==> src/rtl/sstx_pkg.sv <==
package sstx_pkg;

   typedef struct packed {
      logic port_en;
      logic sync_mode;
      logic clk_master;
      logic rx_single;
      logic rx_cont;
      logic addr_det;
      logic tx_en;
   } sstx_mode_t;

   function automatic logic sstx_tx_active(sstx_mode_t m);
      return m.port_en & m.sync_mode & ~m.clk_master & ~m.rx_single &
             ~m.rx_cont & ~m.addr_det & m.tx_en;
   endfunction

endpackage

==> src/rtl/sstx_sck_sync.sv <==
module sstx_sck_sync #(
   parameter int STAGES = 2
) (
   input  logic clk,
   input  logic rst_n,
   input  logic sck_async,
   output logic sck_fall
);
   generate
      if (STAGES < 2) begin : g_bad_stages
         $error("sstx_sck_sync: STAGES must be at least 2");
      end
   endgenerate

   logic [STAGES-1:0] chain;
   logic              prev;

   always_ff @(posedge clk or negedge rst_n) begin
      if (!rst_n) begin
         chain <= '0;
         prev  <= 1'b0;
      end else begin
         chain <= {chain[STAGES-2:0], sck_async};
         prev  <= chain[STAGES-1];
      end
   end

   assign sck_fall = prev & ~chain[STAGES-1];

   // one detected edge per transition
   assert_fall_single_R5: assert property (@(posedge clk) disable iff (!rst_n)
      sck_fall |=> !sck_fall);
endmodule

==> src/rtl/sstx_hold_buf.sv <==
module sstx_hold_buf #(
   parameter int DATA_W = 8
) (
   input  logic              clk,
   input  logic              rst_n,
   input  logic              clr,
   input  logic              wr,
   input  logic [DATA_W-1:0] wdata,
   input  logic              wninth,
   input  logic              wnine_en,
   input  logic              take,
   output logic              full,
   output logic [DATA_W-1:0] q_data,
   output logic              q_ninth,
   output logic              q_nine_en
);
   always_ff @(posedge clk or negedge rst_n) begin
      if (!rst_n) begin
         full      <= 1'b0;
         q_data    <= '0;
         q_ninth   <= 1'b0;
         q_nine_en <= 1'b0;
      end else if (clr) begin
         full <= 1'b0;
      end else if (take) begin
         full <= 1'b0;
      end else if (wr && !full) begin
         full      <= 1'b1;
         q_data    <= wdata;
         q_ninth   <= wninth;
         q_nine_en <= wnine_en;
      end
   end

   assert_full_write_ignored_R7: assert property (@(posedge clk) disable iff (!rst_n)
      (full && wr && !take && !clr) |=> (full && q_data == $past(q_data)));
endmodule

==> src/rtl/sstx_shifter.sv <==
module sstx_shifter #(
   parameter int DATA_W = 8
) (
   input  logic              clk,
   input  logic              rst_n,
   input  logic              clr,
   input  logic              fall,
   input  logic              avail,
   input  logic [DATA_W-1:0] ld_data,
   input  logic              ld_ninth,
   input  logic              ld_nine_en,
   output logic              take,
   output logic              empty,
   output logic              sd
);
   localparam int FW = DATA_W + 1;
   localparam int CW = $clog2(FW + 1);

   logic [FW-1:0] sreg;
   logic [CW-1:0] cnt;
   logic [CW-1:0] len;
   logic          busy;
   logic          last;

   assign last = (cnt == len - CW'(1));
   assign take = !clr && avail && (!busy || (fall && last));

   always_ff @(posedge clk or negedge rst_n) begin
      if (!rst_n) begin
         sreg <= '0;
         cnt  <= '0;
         len  <= '0;
         busy <= 1'b0;
      end else if (clr) begin
         busy <= 1'b0;
      end else if (take) begin
         sreg <= {ld_ninth, ld_data};
         len  <= ld_nine_en ? CW'(FW) : CW'(DATA_W);
         cnt  <= '0;
         busy <= 1'b1;
      end else if (busy && fall) begin
         if (last) begin
            busy <= 1'b0;
         end else begin
            sreg <= {1'b1, sreg[FW-1:1]};
            cnt  <= cnt + CW'(1);
         end
      end
   end

   assign empty = !busy;
   assign sd    = busy ? sreg[0] : 1'b1;

   assert_load_busy_R3: assert property (@(posedge clk) disable iff (!rst_n)
      take |=> !empty);
   assert_cnt_range_R5: assert property (@(posedge clk) disable iff (!rst_n)
      busy |-> (cnt < len));
   assert_hold_between_edges_R5: assert property (@(posedge clk) disable iff (!rst_n)
      (busy && !fall && !clr) |=> $stable(sreg));
endmodule

==> src/rtl/sync_slave_tx.sv <==
module sync_slave_tx
   import sstx_pkg::*;
#(
   parameter int DATA_W      = 8,
   parameter int SYNC_STAGES = 2
) (
   input  logic              clk,
   input  logic              rst_n,
   input  logic              en_port,
   input  logic              mode_sync,
   input  logic              clk_master,
   input  logic              rx_single,
   input  logic              rx_cont,
   input  logic              addr_detect,
   input  logic              en_tx,
   input  logic              nine_en,
   input  logic              ninth_bit,
   input  logic              irq_en,
   input  logic              hold_wr,
   input  logic [DATA_W-1:0] hold_wdata,
   input  logic              ext_sck,
   output logic              sd_out,
   output logic              sd_oe,
   output logic              ready_flag,
   output logic              shift_empty,
   output logic              irq
);
   generate
      if (DATA_W < 2) begin : g_bad_width
         $error("sync_slave_tx: DATA_W must be at least 2");
      end
   endgenerate

   sstx_mode_t mode;
   logic       active;
   logic       fall;
   logic       hold_full;
   logic       take;
   logic [DATA_W-1:0] h_data;
   logic       h_ninth;
   logic       h_nine_en;
   logic       sd_raw;

   assign mode = '{port_en: en_port, sync_mode: mode_sync, clk_master: clk_master,
                   rx_single: rx_single, rx_cont: rx_cont, addr_det: addr_detect,
                   tx_en: en_tx};
   assign active = sstx_tx_active(mode);

   sstx_sck_sync #(.STAGES(SYNC_STAGES)) u_sync (
      .clk       (clk),
      .rst_n     (rst_n),
      .sck_async (ext_sck),
      .sck_fall  (fall)
   );

   sstx_hold_buf #(.DATA_W(DATA_W)) u_hold (
      .clk       (clk),
      .rst_n     (rst_n),
      .clr       (!active),
      .wr        (hold_wr),
      .wdata     (hold_wdata),
      .wninth    (ninth_bit),
      .wnine_en  (nine_en),
      .take      (take),
      .full      (hold_full),
      .q_data    (h_data),
      .q_ninth   (h_ninth),
      .q_nine_en (h_nine_en)
   );

   sstx_shifter #(.DATA_W(DATA_W)) u_shift (
      .clk        (clk),
      .rst_n      (rst_n),
      .clr        (!active),
      .fall       (fall),
      .avail      (hold_full),
      .ld_data    (h_data),
      .ld_ninth   (h_ninth),
      .ld_nine_en (h_nine_en),
      .take       (take),
      .empty      (shift_empty),
      .sd         (sd_raw)
   );

   assign sd_oe      = active;
   assign sd_out     = sd_raw;
   assign ready_flag = !hold_full;
   assign irq        = ready_flag & irq_en;

   assert_inactive_flush_R10: assert property (@(posedge clk) disable iff (!rst_n)
      !active |=> (shift_empty && ready_flag));
   assert_empty_no_wait_R9: assert property (@(posedge clk) disable iff (!rst_n)
      ($rose(shift_empty) && $past(active)) |-> !$past(hold_full));
endmodule

==> config.mk <==
export PLATFORM = sky130hd
export DESIGN_NAME = sync_slave_tx
export DESIGN_NICKNAME = d
export VERILOG_FILES = /design/src/rtl/sstx_pkg.sv /design/src/rtl/sstx_sck_sync.sv /design/src/rtl/sstx_hold_buf.sv /design/src/rtl/sstx_shifter.sv /design/src/rtl/sync_slave_tx.sv
export SDC_FILE = /design/constraint.sdc
export NUM_CORES = 1
export LEC_CHECK = 0
export BUFFER_PORTS_ARGS = -buffer_cell sky130_fd_sc_hd__buf_2
export CAP_MARGIN = 10
export CORE_MARGIN = 1
export CORE_UTILIZATION = 30
export DETAILED_ROUTE_END_ITERATION = 10
export GPL_TIMING_DRIVEN = 0
export PLACE_DENSITY = 0.55
export SYNTH_ARGS = -nofsm -noshare
export SYNTH_HDL_FRONTEND = slang
export SYNTH_SLANG_ARGS = --single-unit
==> constraint.sdc <==
create_clock -name clk -period 3.85 [get_ports clk]
set_clock_uncertainty 0.1 [all_clocks]
set_input_delay 0.1925 -clock clk [delete_from_list [all_inputs] [get_ports clk]]
set_output_delay 0.1925 -clock clk [all_outputs]
set_load 0.005 [all_outputs]
==> reports/results.tsv <==
metric	value	unit
outcome	finished with violations	
failing checks	design-rule violations	
R2R Setup Slk	1.47	ns
TritonCTS clock tree	yes	
worst relative slew slack	0.455	
Mapped Nets	140	
Setup crit start	u_shift.cnt[3]$_DFFE_PN0P_	
total CTS buffers	5	
Iter 0 DRT Violations	75	
clk sinks	30	
gr usage total	0.126	
Sum Neg Setup Slack	0	ns
Cells after Synth	117	
fin crit share	0.618	
first-pass GRT wire length	4690	um
Port Buf Inserts	26	
Yosys cell types	37	
Syn Area/Cell	12.1	um^2
maxcap violations	0	
PwrDens	386	nW/um^2
worst slew pin tran	0.812	ns
vias in the first global route	1030	
Post-CTS Resized	0	
highest-count cells in the layout ignoring fill and taps	dfrtp_1 (30), buf_2 (26), nand2_1 (11), mux2_2 (11), a2bb2oi_1 (7)	
Leak	0.000848	uW
CP max-delay cell	nor3_1	
GP Congestion	0.697	
max-slew violations	0	
clk root buf	clkbuf_8	
main flop type after synthesis	dfrtp_1	
Vias	1037	
Synth Warn #	0	
maximum clock rate	420	MHz
Routed WL	2810	um
Synth area leaders	dfrtp_1 (53%), mux2_2 (8.8%), a2bb2oi_1 (4.3%)	
hold crit path type	primary input to flop	
CP Launch Type	flop	
Req. time, crit path	3.95	ns
ratio of cells with drive above 1 in the final layout	0.346	
Post-Layout Cell Count	205	
Antenna Nets Post-Route	0	
clock buffer depth	2	
element type at the critical path end	flop	
RSZ-0062 raised after global routing	no	
Post-route DRC	8	
DRT Pass-1 Iters	7	
CP Cell Sequence	xnor2_1 > mux2i_2 > a21oi_1 > nor3_1 > a2bb2oi_1	
largest net degree at the start of global routing	31	
GR Overflow Total	0	
CORE AREA	4440	um^2
Post-synth ARST share	1.00	
crit-path max cell delay	0.68	ns
clock latency on the worst-skew pair	0.28	ns
CP endpoint	u_shift.sreg[4]$_DFFE_PN0P_	
final hold violations	0	
initial antenna violation count	0	
final setup fails	0	
FF+latch count, synth	30	
routed len/inst	13.7	um
Setup CP Type	flop to flop	
via/cell ratio	5.06	
dpl hpwl	2000	um
area share of the largest cell type after synthesis	0.532	
clock-pin slew on the worst setup and hold paths	0.06	ns
most common cell after layout, fill and taps aside	dfrtp_1	
Yosys top cell by area	dfrtp_1	
Peak VDD IR	0.000146	V
Die Ht	70.6	um
Clock H-tree levels	2	
minimum clock period	2.38	ns
Die Width	70.6	um
worst path arrival time	2.48	ns
die footprint	4980	um^2
Initial Utilization	0.318	
I/O pin cnt	27	
DP Cell Count	195	
Final Power	669	uW
Crit Reg-Reg Endpoint	u_shift.sreg[4]$_DFFE_PN0P_	
n_diodes	0	
# nets final	175	
Mapped Area	1410	um^2
FF-to-FF path depth	5	
row cnt	24	
Post-Place Setup Slack	1.46	ns
final setup margin	1.47	ns
Post-synth EDFFs	0	
sequential share of the synthesized area	0.532	
P&R area growth vs syn	22.8	%
reg2reg start	u_shift.cnt[3]$_DFFE_PN0P_	
crit-path max FO	7	
## layer usage
| layer | vias up | global-route usage | share of wire |
|---|---|---|---|
| met3 | 8 | 0.0399 | 0.046 |
| met1 | 503 | 0.140 | 0.44 |
| met5 | - | 0 | 0 |
| li1 | 502 | - | - |
| met4 | 0 | 0.0756 | 0.031 |
| met2 | 24 | 0.211 | 0.48 |
## timing repair
item,in CTS,in global routing
hold buffers,2,0
endpoints found under the hold margin,31,0
buffers inserted,0,0
## cell usage after synthesis, types with 2 or more instances
| cell | number |
|---|---|
| nor3_1 | 2 |
| a31oi_1 | 6 |
| and2_1 | 3 |
| a21oi_1 | 4 |
| nand2b_1 | 2 |
| inv_1 | 5 |
| nor2b_1 | 2 |
| nor3b_1 | 2 |
| a221oi_2 | 2 |
| nor2_1 | 5 |
| a211o_1 | 2 |
| nand2_1 | 11 |
| mux2_2 | 11 |
| dfrtp_1 | 30 |
| a2bb2oi_1 | 7 |
| buf_6 | 2 |
## sequential cells by signal, summed over array words and instances, names as in the netlist
name / flops
u_sync.prev: 1
u_hold.q_data: 8
u_hold.q_ninth: 1
u_shift.busy: 1
u_hold.full: 1
u_shift.len: 2
u_sync.chain: 2
u_shift.cnt: 4
u_shift.sreg: 9
u_hold.q_nine_en: 1
## layout make-up
type | count | area (um^2)
clock inverters | 1 | 30.0
fillers | 448 | 2710
repair buffers | 28 | 150
flip-flops and latches | 30 | 751
multi-input cells | 78 | 608
inverters | 5 | 18.8
well taps | 52 | 65.1
clock buffers | 7 | 76.3
plain buffers | 4 | 33.8
## report_power, final
part	total [uW]	leakage, uW	switching (uW)	internal (uW)
clock network	305	0.0000524	112	193
logic	31.9	0.000403	13.8	18.1
registers	332	0.000393	5.40	326
total	669	0.000848	131	538
## cell families after synthesis
family	share of synthesized area
AO/OA/AOI/OAI	0.165
XOR/XNOR	0.00621
adder cells (fa/ha/maj)	0.00886
buffers and inverters	0.0372
flip-flops	0.532
multiplexers	0.0975
AND/OR/NAND/NOR	0.153
## worst min-delay path by stage
stage                       start                      endpoint  slack, ns  depth (start not counted)
floorplan                   rst_n       u_hold.full$_DFFE_PN0P_      -0.20                          0
global route        hold_wdata[4]  u_hold.q_data[4]$_DFFE_PN0P_       0.03                          2
global placement            rst_n      u_shift.busy$_DFFE_PN0P_       0.17                          1
finish              hold_wdata[2]  u_hold.q_data[2]$_DFFE_PN0P_       0.04                          2
detailed placement          rst_n      u_shift.busy$_DFFE_PN0P_       0.18                          1
CTS                 hold_wdata[2]  u_hold.q_data[2]$_DFFE_PN0P_       0.03                          2
## worst max-delay path: cells and delay by family, from the launching register on
family	cells	cell delay (ns)
AOI/OAI and AO/OA	2	0.38
and+or+nand+nor	1	0.68
DFF	1	0.41
xor gates and xnor gates	1	0.23
muxes	1	0.49
## through the flow
stage,instance area (um^2),hold WS [ns],util
after floorplan,1410,-0.203,-
after global placement,1610,0.171,0.361
after detailed placement,1610,0.177,0.361
after CTS,1730,0.0319,0.390
after global routing,1730,0.0276,0.390
final,1730,0.0416,0.390
Note: power is estimated with default switching activity, not from simulation.
